--- src/rtl/cache_throttle_pkg.sv ---
package cache_throttle_pkg;
  localparam int unsigned CNT_W_DEF = 16;
  localparam int unsigned EV_HIT    = 0;
  localparam int unsigned EV_MISS   = 1;
  localparam int unsigned EV_NUM    = 2;
endpackage

--- src/rtl/ct_sat_counter.sv ---
module ct_sat_counter #(
  parameter int unsigned CNT_W = 16
) (
  input  logic             clk_i,
  input  logic             rst_ni,
  input  logic             clr_i,
  input  logic             en_i,
  input  logic             inc_i,
  output logic [CNT_W-1:0] cnt_o,
  output logic [CNT_W-1:0] cnt_nxt_o
);
  localparam logic [CNT_W-1:0] CNT_MAX = {CNT_W{1'b1}};

  logic [CNT_W-1:0] cnt_q, cnt_d;

  always_comb begin
    cnt_d = cnt_q;
    if (clr_i)                               cnt_d = '0;
    else if (en_i && inc_i && cnt_q != CNT_MAX) cnt_d = cnt_q + 1'b1;
  end

  always_ff @(posedge clk_i or negedge rst_ni) begin
    if (!rst_ni) cnt_q <= '0;
    else         cnt_q <= cnt_d;
  end

  assign cnt_o     = cnt_q;
  assign cnt_nxt_o = cnt_d;

  AST_CNT_STEP: assert property (@(posedge clk_i) disable iff (!rst_ni)
    (!clr_i && en_i && inc_i && cnt_q != CNT_MAX) |=> cnt_q == $past(cnt_q) + 1'b1);
  AST_NO_OVERFLOW: assert property (@(posedge clk_i) disable iff (!rst_ni)
    (!clr_i && cnt_q == CNT_MAX) |=> cnt_q == CNT_MAX);
  AST_CNT_CLEAR: assert property (@(posedge clk_i) disable iff (!rst_ni)
    clr_i |=> cnt_q == '0);
endmodule

--- src/rtl/ct_compare.sv ---
module ct_compare #(
  parameter int unsigned CNT_W = 16
) (
  input  logic [CNT_W-1:0] hit_nxt_i,
  input  logic [CNT_W-1:0] miss_nxt_i,
  output logic             over_o
);
  // strict: equal counts keep the cache enabled
  assign over_o = miss_nxt_i > hit_nxt_i;
endmodule

--- src/rtl/cache_throttle.sv ---
module cache_throttle
  import cache_throttle_pkg::*;
#(
  parameter int unsigned CNT_W = CNT_W_DEF
) (
  input  logic             clk_i,
  input  logic             rst_ni,
  input  logic             hit_i,
  input  logic             miss_i,
  input  logic             clear_i,
  output logic             throttle_o,
  output logic [CNT_W-1:0] hit_cnt_o,
  output logic [CNT_W-1:0] miss_cnt_o
);
  logic [EV_NUM-1:0]            ev_vec;
  logic [EV_NUM-1:0][CNT_W-1:0] cnt_q;
  logic [EV_NUM-1:0][CNT_W-1:0] cnt_nxt;
  logic                         throttle_q, throttle_d, over;

  assign ev_vec[EV_HIT]  = hit_i;
  assign ev_vec[EV_MISS] = miss_i;

  for (genvar g = 0; g < EV_NUM; g++) begin : g_cnt
    ct_sat_counter #(.CNT_W(CNT_W)) u_cnt (
      .clk_i     (clk_i),
      .rst_ni    (rst_ni),
      .clr_i     (clear_i),
      .en_i      (!throttle_q),
      .inc_i     (ev_vec[g]),
      .cnt_o     (cnt_q[g]),
      .cnt_nxt_o (cnt_nxt[g])
    );
  end

  // compare next values so the flag lands with the counts that caused it
  ct_compare #(.CNT_W(CNT_W)) u_cmp (
    .hit_nxt_i  (cnt_nxt[EV_HIT]),
    .miss_nxt_i (cnt_nxt[EV_MISS]),
    .over_o     (over)
  );

  assign throttle_d = clear_i ? 1'b0 : (throttle_q | over);

  always_ff @(posedge clk_i or negedge rst_ni) begin
    if (!rst_ni) throttle_q <= 1'b0;
    else         throttle_q <= throttle_d;
  end

  assign throttle_o = throttle_q;
  assign hit_cnt_o  = cnt_q[EV_HIT];
  assign miss_cnt_o = cnt_q[EV_MISS];

  AST_THR_CAUSE: assert property (@(posedge clk_i) disable iff (!rst_ni)
    $rose(throttle_o) |-> miss_cnt_o > hit_cnt_o);
  AST_THR_NOT_EARLY: assert property (@(posedge clk_i) disable iff (!rst_ni)
    !throttle_o |-> miss_cnt_o <= hit_cnt_o);
  AST_THR_STICKY: assert property (@(posedge clk_i) disable iff (!rst_ni)
    (throttle_o && !clear_i) |=> throttle_o);
  AST_FREEZE: assert property (@(posedge clk_i) disable iff (!rst_ni)
    (throttle_o && !clear_i) |=> ($stable(hit_cnt_o) && $stable(miss_cnt_o)));
  AST_BOTH_STEP: assert property (@(posedge clk_i) disable iff (!rst_ni)
    (hit_i && miss_i && !throttle_o && !clear_i && ~hit_cnt_o != '0 && ~miss_cnt_o != '0)
    |=> (hit_cnt_o == $past(hit_cnt_o) + 1'b1 && miss_cnt_o == $past(miss_cnt_o) + 1'b1));
  AST_CLEAR_FLAG: assert property (@(posedge clk_i) disable iff (!rst_ni)
    clear_i |=> !throttle_o);
endmodule

--- config.mk ---
export PLATFORM = sky130hd
export DESIGN_NAME = cache_throttle
export DESIGN_NICKNAME = d
export VERILOG_FILES = /design/src/rtl/cache_throttle_pkg.sv /design/src/rtl/ct_sat_counter.sv /design/src/rtl/ct_compare.sv /design/src/rtl/cache_throttle.sv
export SDC_FILE = /design/constraint.sdc
export NUM_CORES = 1
export LEC_CHECK = 0
export ABC_AREA = 1
export CAP_MARGIN = 20
export CORE_ASPECT_RATIO = 0.6
export CORE_MARGIN = 4
export CORE_UTILIZATION = 40
export DETAILED_ROUTE_END_ITERATION = 6
export SYNTH_ARGS = -nofsm -noshare
export SYNTH_HDL_FRONTEND = slang
export SYNTH_HIERARCHICAL = 1
export SYNTH_SLANG_ARGS = --single-unit
--- constraint.sdc ---
create_clock -name clk_i -period 2.05 [get_ports clk_i]
set_input_delay 0.41 -clock clk_i [delete_from_list [all_inputs] [get_ports clk_i]]
set_output_delay 0.41 -clock clk_i [all_outputs]
set_load 0.02 [all_outputs]
======== Word level (Yosys, flattened, before mapping) ========
Cells that the tools add are included.
cells by class
  reduce and logical (&&, ||, !) cells .... 5
  muxes and demuxes ....................... 5
  bitwise logic cells ..................... 1
  equal/unequal tests ..................... 2
  add/subtract/negate cells ............... 2
  magnitude comparators ................... 1
operators by type and width
  cell                     number
  $mux W16                 4
  $add A16 B1 Y16 const B  2
  $ne A16 B16 Y1 const B   2
  $gt A16 B16 Y1           1
  $logic_and A1 B1 Y1      4
  $logic_not A1 Y1         1
  $mux W1                  1
  $or A1 B1 Y1             1
word-level totals
  register bits after elaboration ......... 33
  word-level logic and storage cells ...... 19

======== Depth between registers and ports, before layout ========
  depth in word-level cells ............... 8
  depth in mapped cells ................... 22
  depth with buffers taken out ............ 22

======== Hierarchy ========
The synthesis kept the hierarchy.
modules (own cells, without submodules)
  module          cells an instance  area each (um2)  times used
  ct_sat_counter  157                1078.5           2
  ct_compare      72                 435.4            1
  cache_throttle  4                  36.3             1

======== Worst setup path before layout ========
No wires, ideal clock.
  kind .................................... register to register
  start ................................... register g_cnt[0].u_cnt.cnt_q[0]
  end ..................................... register throttle_q, in the netlist throttle_o
  slack ................................... -0.286 ns
  data arrival time ....................... 2.220 ns
  setup time .............................. 0.116 ns
  cell stages (with the launch flop) ...... 17
  data required time ...................... 1.934 ns
  period minus slack after synthesis ...... 2.336 ns
  buffers on the path ..................... 0
  path through ............................ dfrtp_1 > ha_1 > nand3_4 > nor2_8 > nand2_4 > nand3_1 > nand2_1 > nor2_1 > inv_1 > ha_1 > a21o_1 > nor2_1 > nand2_2 > nand2_1 > a21oi_1 > nor2_1 > nor2_1
RTL lines
  item                    line                  RTL
  start, declared         ct_sat_counter.sv:14  logic [CNT_W-1:0] cnt_q, cnt_d;
  start signal, assigned  ct_sat_counter.sv:24  else cnt_q <= cnt_d;
  end signal, assigned    cache_throttle.sv:46  else throttle_q <= throttle_d;
  end, declared           cache_throttle.sv:18  logic throttle_q, throttle_d, over;

==> results.py <==
metrics = {
    "run_status": {
        "outcome": "finished, violations left",
        "violations": "setup timing",
    },
    "drt": {
        "route.detailed.wl_per_inst_um": 13.6,
        "dr_total_vias": 2969,
        "vias_per_cell": 4.84,
        "wirelength_um": 8360,
        "drc": 0,
        "detail-route-antenna-nets": 0,
        "dr.pass1.iters": 5,
        "first_iter_violations": 226,
    },
    "clock_network": {
        "htreeDepth": 2,
        "root_buffer": "clkbuf_8",
        "clk_path_buf_depth": 2,
        "cts_hold_buf": 0,
        "clkTransAtPathRegs_ns": 0.07,
        "clock_sinks": 33,
        "clkLatencyLatePin_ns": 0.29,
        "cts_tree": "yes",
        "cts_inserted_buffers": 5,
    },
    "power": {
        "ir_drop_uv": 339,
        "power.leakage_nw": 1.96,
        "pwr_density_cell_nw_per_um2": 492,
    },
    "logic_synthesis": {
        "syn-instance-count": 390,
        "synth-seq-cells": 33,
        "syn_avg_cell_area_um2": 6.74,
        "seq_area_frac_synth": 0.314,
        "synth_area_um2": 2630,
        "synth_nets": 413,
        "ys_warn_count": 6,
        "synth_cell_types": 23,
    },
    "timing": {
        "finalCritPeriodShare": 1.19,
        "holdWs_ns": 0.529,
        "finalWorstSetupSlack_ns": -0.395,
        "min_period_ns": 2.44,
        "final_max_slew_viol_count": 0,
        "report.final.hold_viol_count": 0,
        "final-setup-viol-count": 1,
        "tightest_slew_ns": 0.460,
        "rsz0062_at_grt": "yes",
        "skew_ns": 0.00544,
        "max_freq_ghz": 0.409,
        "maxSlewHeadroom": 0.693,
    },
    "grt": {
        "grt_max_degree": 34,
        "track_usage": 0.210,
        "gr-total-overflow": 0,
        "grt_pass1_wl_um": 13300,
        "antenna_found_initial": 0,
        "grt_pass1_vias": 2658,
    },
    "setup_path": {
        "worstRegToRegCells": 20,
        "cp_max_fo": 6,
        "worst_setup_path_end_kind": "register",
        "cpPeakStageDelay_ns": 0.41,
        "cp_slowest_cell": "dfrtp_2",
        "startpoint_type": "register",
        "worstPathRequired_ns": 2.23,
        "arrival_ns": 2.63,
        "path_common_cell": "nand2_1",
        "path_class": "reg -> reg",
        "path_cells": "ha_4 -> nand3_4 -> nor2_8 -> nand3_4 -> buf_6 -> buf_6 -> a21oi_4 -> nor2_2 -> inv_1 -> ha_1 -> nand2_1 -> inv_2 -> nand2_1 -> nand2_1 -> nand2_2 -> nand2_2 -> nand2_1 -> a21oi_1 -> nor2_1 -> nor2_1",
    },
    "flow_run": {
        "drv_cap": 0,
    },
    "placement": {
        "port_buffers": 37,
        "dpl_worst_slack_ns": -0.718,
        "dp.cells": 595,
        "globalplace.congestion": 0.906,
        "dp_hpwl_um": 6570,
        "placed_area_um2": 3800,
    },
    "floorplanning": {
        "die_h_um": 70.8,
        "io_pins": 38,
        "die_area_um2": 7980,
        "initial_core_util": 0.421,
        "die_w_um": 113,
        "rows": 22,
        "coreArea_um2": 6250,
    },
    "min_path": {
        "hold_class": "in -> async",
    },
    "layout": {
        "final_common_cell": "buf_4",
        "final_area_um2": 4060,
        "fin_util": 0.650,
        "stdcell_count": 613,
        "area_delta_synth_final_pct": 54.5,
        "final_nets": 551,
        "n_fill_cell": 584,
        "final_cell_mix": "buf_4, nor2_1, nand2_1",
        "antenna_cells": 0,
        "drive_above_1_share": 0.331,
    },
}
cell families (layout without fill, tap and decap cells):
kind of cell,Yosys count,in the layout,share of synthesized area
buf+inv,64,203,0.0923
fa+ha+maj,18,18,0.0857
simple gates,234,234,0.426
xor+xnor,2,2,0.00666
compound gates,39,39,0.0752
flops,33,33,0.314
layout make-up:
cell class	count	area [µm²]	share of cell area
multi-input combinational	293	1650	0.406
timing repair buffer	133	1140	0.280
sequential	33	846	0.208
inverter	62	235	0.0579
tap	84	105	0.0259
clock buffer	8	90.1	0.0222
flip-flops by register name (all words and copies together) (netlist names):
signal / flops
g_cnt.u_cnt/cnt_o: 32
throttle_o: 1
worst paths after layout:
path,startpoint,end,slack [ns]
max,g_cnt[0].u_cnt/cnt_o[0],throttle_o,-0.39
min,rst_ni,g_cnt[0].u_cnt/cnt_o[2],0.53
max reg2reg,g_cnt[0].u_cnt/cnt_o[0],throttle_o,-0.39
min reg2reg,throttle_o,throttle_o,0.62
max in group asynchronous,rst_ni,g_cnt[0].u_cnt/cnt_o[9],1.16
min in group clk_i,throttle_o,throttle_o,0.62
stage by stage:
step / power, W / TNS [ns]
6_report: 0.00200 / -0.395
5_1_grt: 0.00212 / -0.588
4_1_cts: 0.00198 / -0.355
3_5_place_dp: 0.00143 / -0.718
3_3_place_gp: 0.00141 / -0.637
2_1_floorplan: 0.00108 / -0.0996
routing by layer:
metal / vias to the layer above / GRT usage / share of wire
li1: 1507 / - / -
met1: 1351 / 0.320 / 0.50
met2: 104 / 0.311 / 0.41
met3: 7 / 0.0427 / 0.084
met4: 0 / 0.0293 / 0.0050
met5: - / 0 / 0
cell usage after synthesis, drive strengths merged:
cell,n,area (µm²)
nor2,98,430
nand2,94,400
inv,61,229
dfrtp,33,826
nand3,31,225
a21oi,25,125
ha,18,225
o21ai,13,65.1
nand4,7,43.8
nor3,4,20.0
buf,2,10.0
xor2,2,17.5
a21o,1,7.51
clkinv,1,3.75
repair_timing:
item | 4_1_cts | 5_1_grt
setup buffers | 3 | 7
endpoints found under the hold margin | 0 | 0
gates resized for setup | 11 | 13
pin swaps | 6 | 11
setup endpoints to repair | 1 | 1
where the power goes:
part | leakage (nW) | total, W | internal, W | switching [W]
sequential | 0.430 | 0.000739 | 0.000694 | 0.0000447
combinational | 1.49 | 0.000731 | 0.000340 | 0.000391
clock | 0.0455 | 0.000529 | 0.000274 | 0.000254
worst max-delay path: cells and delay by family (launching register included):
family	cells	cell delay, ns
adder cells (fa/ha/maj)	2	0.39
flip-flops	1	0.41
AND/OR/NAND/NOR	12	1.00
buffers and inverters	4	0.38
AO/OA/AOI/OAI	2	0.16
Note: power is estimated with default switching activity, not from simulation.
